**src/rtl/evt_pair_pkg.sv**
```systemverilog
package evt_pair_pkg;
  localparam int unsigned ADDR_W = 3;
  localparam logic [7:0] EVT_CYC   = 8'h11;
  localparam logic [7:0] EVT_MEM   = 8'h13;
  localparam logic [7:0] EVT_CHAIN = 8'h1E;

  typedef enum logic [ADDR_W-1:0] {
    A_CTRL   = 3'd0,
    A_EN_SET = 3'd1,
    A_EN_CLR = 3'd2,
    A_OVF    = 3'd3,
    A_CNT0   = 3'd4,
    A_CNT1   = 3'd5,
    A_TYPE0  = 3'd6,
    A_TYPE1  = 3'd7
  } reg_addr_e;
endpackage

```
**src/rtl/evt_pair_cfg.sv**
```systemverilog
module evt_pair_cfg
  import evt_pair_pkg::*;
#(
  parameter int unsigned DATA_W = 32,
  parameter int unsigned TYPE_W = 5
) (
  input  logic              clk_i,
  input  logic              rst_ni,
  input  logic              wr_en_i,
  input  logic [ADDR_W-1:0] addr_i,
  input  logic [DATA_W-1:0] wdata_i,
  output logic              glb_o,
  output logic [1:0]        en_o,
  output logic [1:0]        run_o,
  output logic [TYPE_W-1:0] type0_o,
  output logic [TYPE_W-1:0] type1_o
);
  logic              glb_q;
  logic [1:0]        en_q;
  logic [TYPE_W-1:0] t0_q, t1_q;
  logic              unused_wdata;

  assign unused_wdata = ^wdata_i[DATA_W-1:TYPE_W];

  always_ff @(posedge clk_i or negedge rst_ni) begin
    if (!rst_ni) begin
      glb_q <= 1'b0;
      en_q  <= '0;
      t0_q  <= '0;
      t1_q  <= '0;
    end else if (wr_en_i) begin
      case (reg_addr_e'(addr_i))
        A_CTRL:   glb_q <= wdata_i[0];
        A_EN_SET: en_q  <= en_q | wdata_i[1:0];
        A_EN_CLR: en_q  <= en_q & ~wdata_i[1:0];
        A_TYPE0:  t0_q  <= wdata_i[TYPE_W-1:0];
        A_TYPE1:  t1_q  <= wdata_i[TYPE_W-1:0];
        default: ;
      endcase
    end
  end

  assign glb_o   = glb_q;
  assign en_o    = en_q;
  assign run_o   = en_q & {2{glb_q}};
  assign type0_o = t0_q;
  assign type1_o = t1_q;

  AST_EN_SET: assert property (@(posedge clk_i) disable iff (!rst_ni)
    (wr_en_i && addr_i == A_EN_SET) |=> ((en_o & $past(wdata_i[1:0])) == $past(wdata_i[1:0])));
  AST_EN_CLR: assert property (@(posedge clk_i) disable iff (!rst_ni)
    (wr_en_i && addr_i == A_EN_CLR) |=> ((en_o & $past(wdata_i[1:0])) == 2'b00));
endmodule

```
**src/rtl/evt_pair_cnt.sv**
```systemverilog
module evt_pair_cnt #(
  parameter int unsigned CNT_W = 32
) (
  input  logic             clk_i,
  input  logic             rst_ni,
  input  logic             ld_i,
  input  logic [CNT_W-1:0] ld_val_i,
  input  logic             inc_i,
  output logic [CNT_W-1:0] cnt_o,
  output logic             wrap_o
);
  logic [CNT_W-1:0] cnt_q;

  always_ff @(posedge clk_i or negedge rst_ni) begin
    if (!rst_ni)    cnt_q <= '0;
    else if (ld_i)  cnt_q <= ld_val_i;
    else if (inc_i) cnt_q <= cnt_q + 1'b1;
  end

  assign cnt_o  = cnt_q;
  assign wrap_o = inc_i & ~ld_i & (&cnt_q);

  AST_CNT_HOLD: assert property (@(posedge clk_i) disable iff (!rst_ni)
    (!inc_i && !ld_i) |=> $stable(cnt_o));
  AST_CNT_LOAD: assert property (@(posedge clk_i) disable iff (!rst_ni)
    ld_i |=> (cnt_o == $past(ld_val_i)));
  AST_CNT_STEP: assert property (@(posedge clk_i) disable iff (!rst_ni)
    (inc_i && !ld_i) |=> (cnt_o == $past(cnt_o) + 1'b1));
endmodule

```
**src/rtl/evt_pair_ovf.sv**
```systemverilog
module evt_pair_ovf (
  input  logic       clk_i,
  input  logic       rst_ni,
  input  logic [1:0] set_i,
  input  logic       clr_we_i,
  input  logic [1:0] clr_mask_i,
  output logic [1:0] ovf_o
);
  logic [1:0] ovf_q;
  logic [1:0] clr;

  assign clr = clr_we_i ? clr_mask_i : 2'b00;

  always_ff @(posedge clk_i or negedge rst_ni) begin
    if (!rst_ni) ovf_q <= '0;
    else         ovf_q <= (ovf_q & ~clr) | set_i;
  end

  assign ovf_o = ovf_q;

  AST_OVF_SET_WINS: assert property (@(posedge clk_i) disable iff (!rst_ni)
    (set_i != 2'b00) |=> ((ovf_o & $past(set_i)) == $past(set_i)));
  AST_OVF_W1C: assert property (@(posedge clk_i) disable iff (!rst_ni)
    (clr_we_i && set_i == 2'b00) |=> ((ovf_o & $past(clr_mask_i)) == 2'b00));
  AST_OVF_STICKY: assert property (@(posedge clk_i) disable iff (!rst_ni)
    !clr_we_i |=> ((ovf_o & $past(ovf_o)) == $past(ovf_o)));
endmodule

```
**src/rtl/evt_pair_ctr.sv**
```systemverilog
module evt_pair_ctr
  import evt_pair_pkg::*;
#(
  parameter int unsigned CNT_W   = 32,
  parameter int unsigned EVT_NUM = 32
) (
  input  logic               clk_i,
  input  logic               rst_ni,
  input  logic               wr_en_i,
  input  logic [ADDR_W-1:0]  addr_i,
  input  logic [CNT_W-1:0]   wdata_i,
  output logic [CNT_W-1:0]   rdata_o,
  input  logic [EVT_NUM-1:0] evt_i
);
  localparam int unsigned TYPE_W = $clog2(EVT_NUM);
  localparam logic [TYPE_W-1:0] CHAIN_T = TYPE_W'(EVT_CHAIN);

  logic              glb;
  logic [1:0]        en, run, ovf, ovf_set;
  logic [TYPE_W-1:0] type0, type1;
  logic              chain, inc0, inc1, wrap0, wrap1, ld0, ld1;
  logic [CNT_W-1:0]  cnt0, cnt1;

  evt_pair_cfg #(.DATA_W(CNT_W), .TYPE_W(TYPE_W)) u_cfg (
    .clk_i(clk_i), .rst_ni(rst_ni), .wr_en_i(wr_en_i), .addr_i(addr_i),
    .wdata_i(wdata_i), .glb_o(glb), .en_o(en), .run_o(run),
    .type0_o(type0), .type1_o(type1)
  );

  assign chain = (type1 == CHAIN_T);
  assign ld0   = wr_en_i && (addr_i == A_CNT0);
  assign ld1   = wr_en_i && (addr_i == A_CNT1);
  // even counter never treats the chain code as a live event line
  assign inc0  = run[0] & (type0 != CHAIN_T) & evt_i[type0];
  assign inc1  = run[1] & (chain ? wrap0 : evt_i[type1]);

  evt_pair_cnt #(.CNT_W(CNT_W)) u_cnt0 (
    .clk_i(clk_i), .rst_ni(rst_ni), .ld_i(ld0), .ld_val_i(wdata_i),
    .inc_i(inc0), .cnt_o(cnt0), .wrap_o(wrap0)
  );

  evt_pair_cnt #(.CNT_W(CNT_W)) u_cnt1 (
    .clk_i(clk_i), .rst_ni(rst_ni), .ld_i(ld1), .ld_val_i(wdata_i),
    .inc_i(inc1), .cnt_o(cnt1), .wrap_o(wrap1)
  );

  assign ovf_set = {wrap1, wrap0 & ~(chain & run[1])};

  evt_pair_ovf u_ovf (
    .clk_i(clk_i), .rst_ni(rst_ni), .set_i(ovf_set),
    .clr_we_i(wr_en_i && (addr_i == A_OVF)), .clr_mask_i(wdata_i[1:0]),
    .ovf_o(ovf)
  );

  always_comb begin
    rdata_o = '0;
    case (reg_addr_e'(addr_i))
      A_CTRL:            rdata_o = {{(CNT_W-1){1'b0}}, glb};
      A_EN_SET, A_EN_CLR: rdata_o = {{(CNT_W-2){1'b0}}, en};
      A_OVF:             rdata_o = {{(CNT_W-2){1'b0}}, ovf};
      A_CNT0:            rdata_o = cnt0;
      A_CNT1:            rdata_o = cnt1;
      A_TYPE0:           rdata_o = {{(CNT_W-TYPE_W){1'b0}}, type0};
      A_TYPE1:           rdata_o = {{(CNT_W-TYPE_W){1'b0}}, type1};
      default: ;
    endcase
  end

  AST_CHAIN_STALL: assert property (@(posedge clk_i) disable iff (!rst_ni)
    (chain && !run[0] && !ld0 && !ld1) |=> ($stable(cnt1) && $stable(cnt0)));
  AST_CHAIN_CARRY: assert property (@(posedge clk_i) disable iff (!rst_ni)
    (chain && run[1] && wrap0 && !ld1) |=> (cnt1 == $past(cnt1) + 1'b1));
  AST_NO_OVERFLOW: assert property (@(posedge clk_i) disable iff (!rst_ni)
    (chain && run[1] && wrap0 && !ovf[0]) |=> !ovf[0]);
  AST_OVF_EVEN: assert property (@(posedge clk_i) disable iff (!rst_ni)
    (wrap0 && !(chain && run[1])) |=> ovf[0]);
  AST_OVF_ODD: assert property (@(posedge clk_i) disable iff (!rst_ni)
    wrap1 |=> ovf[1]);
endmodule

```
**config.mk**
```make
export PLATFORM = sky130hd
export DESIGN_NAME = evt_pair_ctr
export DESIGN_NICKNAME = d
export VERILOG_FILES = /design/src/rtl/evt_pair_pkg.sv /design/src/rtl/evt_pair_cfg.sv /design/src/rtl/evt_pair_cnt.sv /design/src/rtl/evt_pair_ovf.sv /design/src/rtl/evt_pair_ctr.sv
export SDC_FILE = /design/constraint.sdc
export NUM_CORES = 1
export LEC_CHECK = 0
export CAP_MARGIN = 40
export CORE_MARGIN = 2
export CORE_UTILIZATION = 50
export DETAILED_ROUTE_END_ITERATION = 12
export DONT_BUFFER_PORTS = 1
export PLACE_DENSITY = 0.68
export REMOVE_ABC_BUFFERS = 1
export SETUP_SLACK_MARGIN = 0.1
export SLEW_MARGIN = 20
export SYNTH_ARGS = -nofsm -noshare
export SYNTH_HDL_FRONTEND = slang
export SYNTH_SLANG_ARGS = --single-unit
```
**constraint.sdc**
```tcl
create_clock -name clk_i -period 3.2 [get_ports clk_i]
set_input_delay 0.48 -clock clk_i [delete_from_list [all_inputs] [get_ports clk_i]]
set_output_delay 0.48 -clock clk_i [all_outputs]
set_load 0.005 [all_outputs]
```
==> results of run 1 <==
==> stage by stage <==
stage	TNS, ns	hold slack (ns)	instances	instance area (µm²)	power [mW]
6_report	0	0.008346	790	6248	3.435
4_1_cts	0	0.05764	790	6242	3.445
5_1_grt	0	0.05525	790	6248	3.619
3_3_place_gp	0	0.1861	772	5888	2.299
3_5_place_dp	0	0.1866	773	5903	2.342
2_1_floorplan	-22.65	0.1844	609	5547	2.085
==> metal layers <==
metal / vias up / global-route usage, % / share of wire [%]
met5: - / 0 / 0
met4: 0 / 8.250 / 2.1
met3: 24 / 5.850 / 6.7
met2: 163 / 42.29 / 49
met1: 2397 / 33.16 / 43
li1: 2323 / - / -
==> cells in the mapped netlist, types with 7 or more instances <==
cell type   n
clkbuf_1   26
and2_1     11
o21ai_1    14
nor2_1     54
nand4_1    16
dfrtp_1    79
a22oi_1    11
nand2_1    92
inv_1      10
mux2i_1    61
xor2_1     27
mux2_2     16
a21oi_1    24
o21ai_0    34
and3_1     17
a31oi_1     7
nand3_1    34
xnor2_1    24
nor3_1     10
mux4_2      9
==> worst max-delay path, cell delays in order, from the launching register on <==
cell	delay [ns]
dfrtp_2	0.48
buf_4	0.21
mux2i_1	0.12
a22oi_1	0.21
a211o_2	0.18
nand4_4	0.14
or4b_1	0.52
buf_4	0.24
a21oi_2	0.16
buf_4	0.20
mux2_2	0.35
nand2_1	0.05
==> what timing repair did <==
action | CTS | global route
setup endpoints to repair | 0 | 18
hold buffers | 1 | 0
gates resized for setup | 0 | 2
hold endpoints to repair | 79 | 0
==> area by class of cell <==
cell class,count,share of cell area [%]
clock buffers,14,4.385
clock inverters,2,0.6007
flip-flops and latches,79,31.66
well taps,143,2.863
repair buffers,22,3.084
multi-input cells,520,56.81
inverters,10,0.6007
==> flip-flops by register name, summed over array words and instances (netlist names), named ones only <==
| signal | flops |
|---|---|
| u_cnt0.cnt_o | 32 |
| u_cnt1.cnt_o | 32 |
| u_cfg.type0_o | 5 |
| u_cfg.type1_o | 5 |
| u_ovf.ovf_o | 2 |
| u_cfg.glb_o | 1 |
==> where the power goes <==
group / internal [mW] / switching [mW]
registers: 1.20 / 0.288
logic: 0.444 / 0.435
clock network: 0.669 / 0.403
total: 2.31 / 1.13
==> worst max-delay path by stage <==
stage / slack (ns) / startpoint / depth (start not counted) / endpoint
floorplan: -0.86 / addr_i[1] / 2 / u_cnt1.cnt_o[13]$_DFFE_PN0P_
global placement: 0.24 / u_cfg.type0_o[1]$_DFFE_PN0P_ / 10 / u_cnt1.cnt_o[12]$_DFFE_PN0P_
detailed placement: 0.18 / u_cfg.type0_o[1]$_DFFE_PN0P_ / 10 / u_cnt1.cnt_o[12]$_DFFE_PN0P_
CTS: 0.16 / u_cfg.type0_o[1]$_DFFE_PN0P_ / 10 / u_cnt1.cnt_o[12]$_DFFE_PN0P_
global route: 0.11 / u_cfg.type0_o[1]$_DFFE_PN0P_ / 10 / u_cnt1.cnt_o[13]$_DFFE_PN0P_
finish: 0.26 / u_cfg.type0_o[1]$_DFFE_PN0P_ / 11 / u_cnt1.cnt_o[25]$_DFFE_PN0P_
==> kinds of logic after synthesis <==
logic type / Yosys count / share of synthesized area (%)
and+or+nand+nor: 260 / 22.08
buffers and inverters: 47 / 3.738
AOI/OAI and AO/OA: 121 / 14.04
muxes: 86 / 17.36
xor gates and xnor gates: 51 / 7.805
DFF: 79 / 34.54
adders and majority gates: 2 / 0.4372
==> run metrics, run 1 <==
die height=111.0 µm; Slew HR=44.84%; Initial Util=50.77%; Crit Path Category=reg2reg; Final nets=714; top cell type's share of synthesized area=34.54%; GRT Util Overall=25.49%; f_max=339.7 MHz; area of the multi-input gates=3550 µm²; skew final=0.005408 ns; synth unique cells=57; die area=12320 µm²; CTS tree=done; 1st-iter DRT viols=329; crit path max fanout=23; Synth Instances=646; reg-to-reg endpoint=u_cnt1.cnt_o[25]$_DFFE_PN0P_; final setup fails=0; CTS clk-pin slew, worst paths=0.06 ns; final wirelength=15410 µm; crit path DAT=3.22 ns; Area contributors post-synth=dfrtp_1 (35%), mux2i_1 (11%), nand2_1 (6.0%); fin worst setup slack=0.2561 ns; ant diodes=0; maximum root-to-sink buffer count=2; pins over their slew limit=0; antenna-violating nets left=0; HP Class=in2async; Critical Path Start Type=flip-flop; RSZ-0062 raised after global routing=no; Final Hold Viols=0; Yosys Warn Count=0; first-pass GRT wire length=25100 µm; Top Ports=102; commonest non-fill, non-tap cell in the layout=nand2_1; synth-to-layout area growth=9.182%; CTS Root Cell=clkbuf_16; register area=1978 µm²; Placement Setup Slack=0.1808 ns; Avg Vias per Cell=6.211; Util after Layout=55.43%; Req. time, crit path=3.47 ns; Worst R2R Path Depth=11; Mapped Area=5723 µm²; worst r2r src=u_cfg.type0_o[1]$_DFFE_PN0P_; FFs w/ async S/R, synth=100.0%; DRC=0; First-pass DRT Iterations=5; Core Rows=39; Clock Latency Late Sink=0.34 ns; Synth Register Bits=79; Max Cap Viol=0; prevailing post-synth register cell=dfrtp_1; Detail Placement HPWL=11110 µm; fin crit share=92.00%; H-tree Lvls=3; Worst-Margin Slew=0.8243 ns; CP endpoint kind=flip-flop; Core ar.=11270 µm²; initial antenna violation count=0; commonest cells after routing, fill and taps aside=nand2_1 (92), dfrtp_1 (78), mux2i_1 (61); P_leak=2.419 nW; power density over cell area=549.8 nW/µm²; Peak supply drop=0.4009 mV; number of global-route vias before repair=4849; Fill cells=1002; R2R Setup Slk=0.26 ns; routability cong.=0.8860; synthesized area per cell=8.859 µm²; gr ovfl total=0; setup repair bufs after CTS=0; clk sink count=79; number of buffers created by CTS=9; pin count of the biggest net entering global routing=80; PortBufs=0; Die W=111.0 µm; proportion of layout cells with a drive suffix above 1=12.67%; Vias=4907; Post-synth EDFFs=0; Yosys top cell by area=dfrtp_1; Seq/Total Area, Yosys=34.54%; DR WL/cell=19.51 µm; fin crit period=2.944 ns; outcome=finished clean
(Power assumes the default switching activity.)
==> run 2: changes to the inputs <==
--- a/config.mk
+++ b/config.mk
@@ -11,9 +11,10 @@
 export DETAILED_ROUTE_END_ITERATION = 12
 export DONT_BUFFER_PORTS = 1
 export PLACE_DENSITY = 0.68
+export RECOVER_POWER = 50
 export REMOVE_ABC_BUFFERS = 1
 export SETUP_SLACK_MARGIN = 0.1
-export SLEW_MARGIN = 20
+export SLEW_MARGIN = 10
 export SYNTH_ARGS = -nofsm -noshare
 export SYNTH_HDL_FRONTEND = slang
 export SYNTH_SLANG_ARGS = --single-unit
==> run 2 against run 1 <==
The run now ends with capacitance limit, slew limit left. Non-clock buffer count unchanged. Setup slack gained 0.0049 ns. Total power hardly changed. Combinational power about the same. Sequential power about the same. Sequential share of layout area up 0.11 points. Wire length is 0.62% higher. Clock-buffer cell count unchanged. First-iteration DRC count increased by 11%. Via count grew 0.37%. Flip-flop and latch count unchanged. Critical endpoint unchanged. Largest power group unchanged. Highest routed layer unchanged.
==> run metrics, run 2 (same netlist as run 1, synthesis figures left out) <==
crit-path cells=buf_4 > mux2i_1 > a22oi_1 > a211o_2 > nand4_4 > or4b_1 > buf_4 > a21oi_2 > buf_4 > mux2_2 > nand2_1; Gate power share=25.5% (about the same); Critical Path Start Type=flip-flop; Core Rows=39 (unchanged); Slew HR=-36.94% (-82 points); Clock Latency Late Sink=0.34 ns (about the same); GRT Util Overall=25.49% (unchanged); PortBufs=0 (unchanged); Placement Setup Slack=0.1808 ns (unchanged); f_max=340.3 MHz (+0.17%); Vias=4925 (+0.37%); CTS Root Cell=clkbuf_16; die area=12320 µm² (unchanged); crit path max fanout=23 (unchanged); fin crit period=2.939 ns (-0.004877 ns); synth-to-layout area growth=8.789%; DR WL/cell=19.63 µm (+0.62%); pin count of the biggest net entering global routing=80 (unchanged); routability cong.=0.8860 (unchanged); pins over their slew limit=80 (+80); Top Ports=102 (unchanged); Avg Vias per Cell=6.234 (+0.37%); fin crit share=91.84% (-0.15 points); outcome=finished, violations left; commonest cells after routing, fill and taps aside=nand2_1 (92), dfrtp_1 (78), mux2i_1 (61); H-tree Lvls=3 (unchanged); Crit Path Category=reg2reg; HP Class=in2reg; CTS clk-pin slew, worst paths=0.06 ns (about the same); Clock Power Share=31.2% (about the same); crit path DAT=3.21 ns (about the same); fin worst setup slack=0.2610 ns (+0.004877 ns); slowest cell delay on critical path=0.52 ns (about the same); DRC=0 (unchanged); skew final=0.006714 ns (+0.001306 ns); First-pass DRT Iterations=6 (+1); Fill cells=1003 (+0.10%); Die W=111.0 µm (unchanged); Req. time, crit path=3.47 ns (about the same); Initial Util=50.77% (unchanged); Max Cap Viol=1 (+1); P_int=2.306 mW (-0.14%); Final Hold Viols=0 (unchanged); number of buffers created by CTS=9 (unchanged); CTS tree=done; Post-Route Setup TNS=0 ns (unchanged); first-pass GRT wire length=25100 µm (unchanged); power density over cell area=551.3 nW/µm² (+0.28%); 1st-iter DRT viols=365 (+11%); Net Sw Power=1.127 mW (about the same); setup repair bufs after CTS=0 (unchanged); sequential share of power=43.3% (about the same); cell repeated most along the worst path=buf_4; sw frac=32.82% (+0.034 points); gr ovfl total=0 (unchanged); antenna-violating nets left=0 (unchanged); initial antenna violation count=0 (unchanged); hold slack=0.2512 ns (+0.2428 ns); Final nets=714 (unchanged); proportion of layout cells with a drive suffix above 1=12.67% (unchanged); dpl cell area=5903 µm² (unchanged); Detail Placement HPWL=11110 µm (unchanged); maximum root-to-sink buffer count=2 (unchanged); Peak supply drop=0.4006 mV (about the same); commonest non-fill, non-tap cell in the layout=nand2_1; die height=111.0 µm (unchanged); Slowest-stage cell, CP=or4b_1; Buf/Inv on CP=3 (unchanged); P_leak=2.411 nW (-0.35%); CP endpoint kind=flip-flop; Core ar.=11270 µm² (unchanged); Worst-Margin Slew=2.054 ns (+1.230 ns); RSZ-0062 raised after global routing=no; ant diodes=0 (unchanged); delay-heaviest family, CP=simple AND/OR/NAND/NOR gates; failing checks=capacitance limit, slew limit; number of global-route vias before repair=4849 (unchanged); final wirelength=15500 µm (+0.62%); final setup fails=0 (unchanged); clk sink count=79 (unchanged); fin area=6226 µm² (-0.36%)
==> run 2: worst reg2reg max path, cell delays in order (launching register included) <==
cell	delay [ns]
dfrtp_2	0.48
buf_4	0.21
mux2i_1	0.13
a22oi_1	0.21
a211o_2	0.18
nand4_4	0.14
or4b_1	0.52
buf_4	0.24
a21oi_2	0.17
buf_4	0.20
mux2_2	0.35
nand2_1	0.05
==> run 2: final timing paths <==
| check | startpoint | to | cells after the start | slack, ns |
|---|---|---|---|---|
| max | u_cfg.type0_o[1]$_DFFE_PN0P_ | u_cnt1.cnt_o[25]$_DFFE_PN0P_ | 11 | 0.26 |
| min reg2reg | u_ovf.ovf_o[1]$_DFF_PN0_ | u_ovf.ovf_o[1]$_DFF_PN0_ | 2 | 0.52 |
| max in group asynchronous | rst_ni | u_cfg.type0_o[1]$_DFFE_PN0P_ | 1 | 1.15 |
| min | addr_i[1] | flip-flop | 1 | 0.25 |
| max reg2reg | u_cfg.type0_o[1]$_DFFE_PN0P_ | u_cnt1.cnt_o[25]$_DFFE_PN0P_ | 11 | 0.26 |
| min in group asynchronous | rst_ni | u_cnt0.cnt_o[10]$_DFFE_PN0P_ | 1 | 0.73 |
==> run 2: what timing repair did <==
item | 4_1_cts | 5_1_grt
hold buffers | 1 | 0
gates resized for setup | 0 | 2
endpoints found under the setup margin | 0 | 18
hold endpoints to repair | 79 | 0
==> run 2: routing by layer <==
metal / wire [µm] / track usage (%)
met1: 6504 / 33.16
met2: 7593 / 42.29
met3: 1120 / 5.850
met4: 286 / 8.250
met5: 0 / 0
==> run 2: layout make-up <==
cell class,instances,area (µm²),share of cell area (%)
inverter,10,37.54,0.6029
timing repair buffer,22,170.2,2.733
clock inverter,2,37.54,0.6029
tap,143,178.9,2.874
multi-input combinational,520,3550,57.01
clock buffer,14,274.0,4.401
sequential,79,1978,31.77
==> run 2: power groups by stage <==
stage          Combinational, mW  Clock (mW)  Sequential, mW
2_1_floorplan              0.655           0            1.43
3_3_place_gp               0.814           0            1.48
3_5_place_dp               0.847           0            1.50
4_1_cts                    0.878        1.09            1.48
5_1_grt                    0.968        1.13            1.52
6_report                   0.876        1.07            1.48
==> run 2: metrics by stage <==
stage | utilization, % | power, mW | cells
floorplan | - | 2.085 | 609
global placement | 52.24 | 2.299 | 772
detailed placement | 52.37 | 2.342 | 773
CTS | 55.38 | 3.445 | 790
global route | 55.23 | 3.616 | 790
finish | 55.23 | 3.432 | 790
==> run 3: changes to the inputs <==
--- a/config.mk
+++ b/config.mk
@@ -5,6 +5,7 @@
 export SDC_FILE = /design/constraint.sdc
 export NUM_CORES = 1
 export LEC_CHECK = 0
+export ABC_AREA = 1
 export CAP_MARGIN = 40
 export CORE_MARGIN = 2
 export CORE_UTILIZATION = 50
==> constraint.sdc (replaced) <==
create_clock -name clk_i -period 3.2 [get_ports clk_i]
set_input_delay 0.48 -clock clk_i [delete_from_list [all_inputs] [get_ports clk_i]]
set_output_delay 0.48 -clock clk_i [all_outputs]
set_load 0.02 [all_outputs]
==> run 3 against run 2 <==
The run still ends with capacitance limit, slew limit left. Setup slack better by 0.25 ns. Non-clock buffer count is 3 higher. Flip-flop and latch count unchanged. Core utilization is 0.61 points lower. Hold slack gained 0.011 ns. Clock skew hardly changed. Cell area increased by 9.8%. Via count rose by 32%. Largest cell class unchanged. Highest routed layer unchanged.
==> run metrics, run 3 <==
outcome=finished, violations left; failing checks=capacitance limit, slew limit; Yosys top cell by area=dfrtp_1; Slowest-stage cell, CP=dfrtp_1; proportion of layout cells with a drive suffix above 1=7.996% (-4.7 points); hold slack=0.2625 ns (+0.01133 ns); ant diodes=0 (unchanged); die height=116.6 µm (+5.0%); Crit Path Category=reg2reg; pin count of the biggest net entering global routing=80 (unchanged); Setup crit start=u_cfg.type0_o[0]$_DFFE_PN0P_; 1st-iter DRT viols=546 (+50%); power density over cell area=663.1 nW/µm² (+20%); Initial Util=50.60% (-0.17 points); CTS Root Cell=clkbuf_16; CP endpoint kind=flip-flop; CTS tree=done; crit-path cells=inv_4 > nand2_1 > nand3_1 > nand3_1 > nand2_1 > nand2_1 > nand2_1 > nand2_1 > nand2_2 > nand4_2 > nand2_2 > nand2_4 > nand2_4 > nand2_1 > nand2_1; Final nets=1055 (+48%); crit path DAT=2.93 ns (-0.28 ns); Mapped Area=6334 µm² (+11%); Buf/Inv on CP=1 (-2); initial antenna violation count=0 (unchanged); commonest non-fill, non-tap cell in the layout=nand2_1; Critical Path Start Type=flip-flop; Top Ports=102 (unchanged); HP Class=in2reg; top cell type's share of synthesized area=31.21% (-3.3 points); Clock Latency Late Sink=0.35 ns (about the same); crit path max fanout=34 (+48%); cts repair resizes=0 (unchanged); CTS clk-pin slew, worst paths=0.06 ns (about the same); number of global-route vias before repair=6031 (+24%); synth unique cells=39 (-32%); Yosys Warn Count=0 (unchanged); DR WL/cell=16.88 µm (-14%); f_max=371.7 MHz (+9.2%); DRC=0 (unchanged); delay-heaviest family, CP=simple AND/OR/NAND/NOR gates; commonest cells after routing, fill and taps aside=nand2_1 (357), nand3_1 (107), inv_1 (89); Post-synth EDFFs=0 (unchanged); Slew HR=-38.42% (-1.5 points); first-pass GRT wire length=30750 µm (+22%); pins over their slew limit=80 (unchanged); Vias=6494 (+32%); min-delay src=wdata_i[15]; Commonest cells post-synth=nand2_1 (357), nand3_1 (107), inv_1 (87); synth-to-layout area growth=7.961%; Req. time, crit path=3.44 ns (-0.03 ns); skew final=0.006852 ns (+0.0001386 ns); Peak supply drop=0.3636 mV (-9.2%); most common cell in the netlist=nand2_1; final wirelength=19580 µm (+26%); Max Cap Viol=1 (unchanged); Core Rows=41 (+5.1%); synthesized area per cell=6.424 µm² (-27%); number of buffers created by CTS=9 (unchanged); slowest cell delay on critical path=0.73 ns (+0.21 ns); Detail Placement HPWL=14230 µm (+28%); maximum root-to-sink buffer count=2 (unchanged); Worst-Margin Slew=2.076 ns (+0.02219 ns); fin crit period=2.691 ns (-0.2483 ns); fin crit share=84.08% (-7.8 points); clk sink count=79 (unchanged); FFs w/ async S/R, synth=100.0% (unchanged); worst r2r src=u_cfg.type0_o[0]$_DFFE_PN0P_; Final Hold Viols=0 (unchanged); H-tree Lvls=3 (unchanged); die area=13580 µm² (+10%); Area contributors post-synth=dfrtp_1 (31%), nand2_1 (21%), nand3_1 (8.5%); dpl cell area=6545 µm² (+11%); First-pass DRT Iterations=5 (-1); register area=1977 µm² (about the same); gr ovfl total=0 (unchanged); fin area=6838 µm² (+9.8%); Synth Register Bits=79 (unchanged); cell repeated most along the worst path=nand2_1; Die W=116.6 µm (+5.0%); Post-Route Setup TNS=0 ns (unchanged); GRT Util Overall=29.26% (+3.8 points); RSZ-0062 raised after global routing=no; final setup fails=0 (unchanged); prevailing post-synth register cell=dfrtp_1; antenna-violating nets left=0 (unchanged); area of the multi-input gates=3767 µm² (+6.1%); routability cong.=0.9398 (+6.1%); Seq/Total Area, Yosys=31.21% (-3.3 points); Synth Instances=986 (+53%); Avg Vias per Cell=5.598 (-10%); Core ar.=12520 µm² (+11%); Fill cells=1332 (+33%); P_leak=3.061 nW (+27%); PortBufs=0 (unchanged)
## run 3: worst reg2reg max path, cell delays in order, from the launching register on
cell and delay (ns):
dfrtp_1 0.73, inv_4 0.19, nand2_1 0.10, nand3_1 0.06, nand3_1 0.09, nand2_1 0.05
nand2_1 0.06, nand2_1 0.05, nand2_1 0.06, nand2_2 0.08, nand4_2 0.09, nand2_2 0.07
nand2_4 0.36, nand2_4 0.36, nand2_1 0.16, nand2_1 0.07
## run 3: through the flow
step | power, mW | std cells | worst slack (ns) | utilization [%]
2_1_floorplan | 2.982 | 947 | 0.2505 | -
3_3_place_gp | 3.409 | 1141 | 0.3836 | 52.01
3_5_place_dp | 3.443 | 1143 | 0.3974 | 52.29
4_1_cts | 4.545 | 1160 | 0.4700 | 54.90
5_1_grt | 4.885 | 1160 | 0.1542 | 54.63
6_report | 4.534 | 1160 | 0.5093 | 54.63
## run 3: report_power, final
part | internal, mW | leakage [nW] | switching (mW)
Combinational | 0.602 | 1.90 | 1.05
Clock | 0.622 | 0.144 | 0.440
Sequential | 1.36 | 1.02 | 0.463
## run 3: area by class of cell
type | count | share of cell area (%)
sequential | 79 | 28.91
clock inverter | 6 | 0.8783
clock buffer | 10 | 3.495
tap | 172 | 3.147
inverter | 102 | 5.636
timing repair buffer | 25 | 2.836
multi-input combinational | 766 | 55.10
## run 3: kinds of logic (layout without fill, tap and decap cells)
| group | Yosys count | in the layout | synth area share [%] |
|---|---|---|---|
| fa+ha+maj | 2 | 2 | 0.3950 |
| xor+xnor | 46 | 46 | 6.361 |
| buf+inv | 141 | 143 | 9.383 |
| compound gates | 112 | 112 | 10.89 |
| flops | 79 | 79 | 31.21 |
| simple gates | 606 | 606 | 41.76 |
## run 3: timing repair
action	CTS	global route
hold endpoints to repair	79	0
setup endpoints to repair	0	0
buffers inserted	0	0
hold buffers	1	0
## run 3: worst paths after layout
path                                                      to  slack [ns]  cells after the start
worst max-delay path            u_cnt1.cnt_o[17]$_DFFE_PN0P_        0.51                     15
worst min-delay path            u_cnt0.cnt_o[15]$_DFFE_PN0P_        0.26                      2
worst max register to register  u_cnt1.cnt_o[17]$_DFFE_PN0P_        0.51                     15
worst min register to register      u_ovf.ovf_o[0]$_DFF_PN0_        0.52                      2
max in group asynchronous       u_cfg.type0_o[0]$_DFFE_PN0P_        1.25                      1
min in group asynchronous       u_cfg.type1_o[3]$_DFFE_PN0P_        0.68                      1
## run 3: routing by layer
layer / wire [µm] / global-route usage [%] / vias to the layer above
li1: - / - / 3210
met1: 8678 / 40.16 / 3012
met2: 8949 / 45.85 / 236
met3: 1422 / 5.138 / 36
met4: 528 / 12.24 / 0
met5: 0 / 0 / -
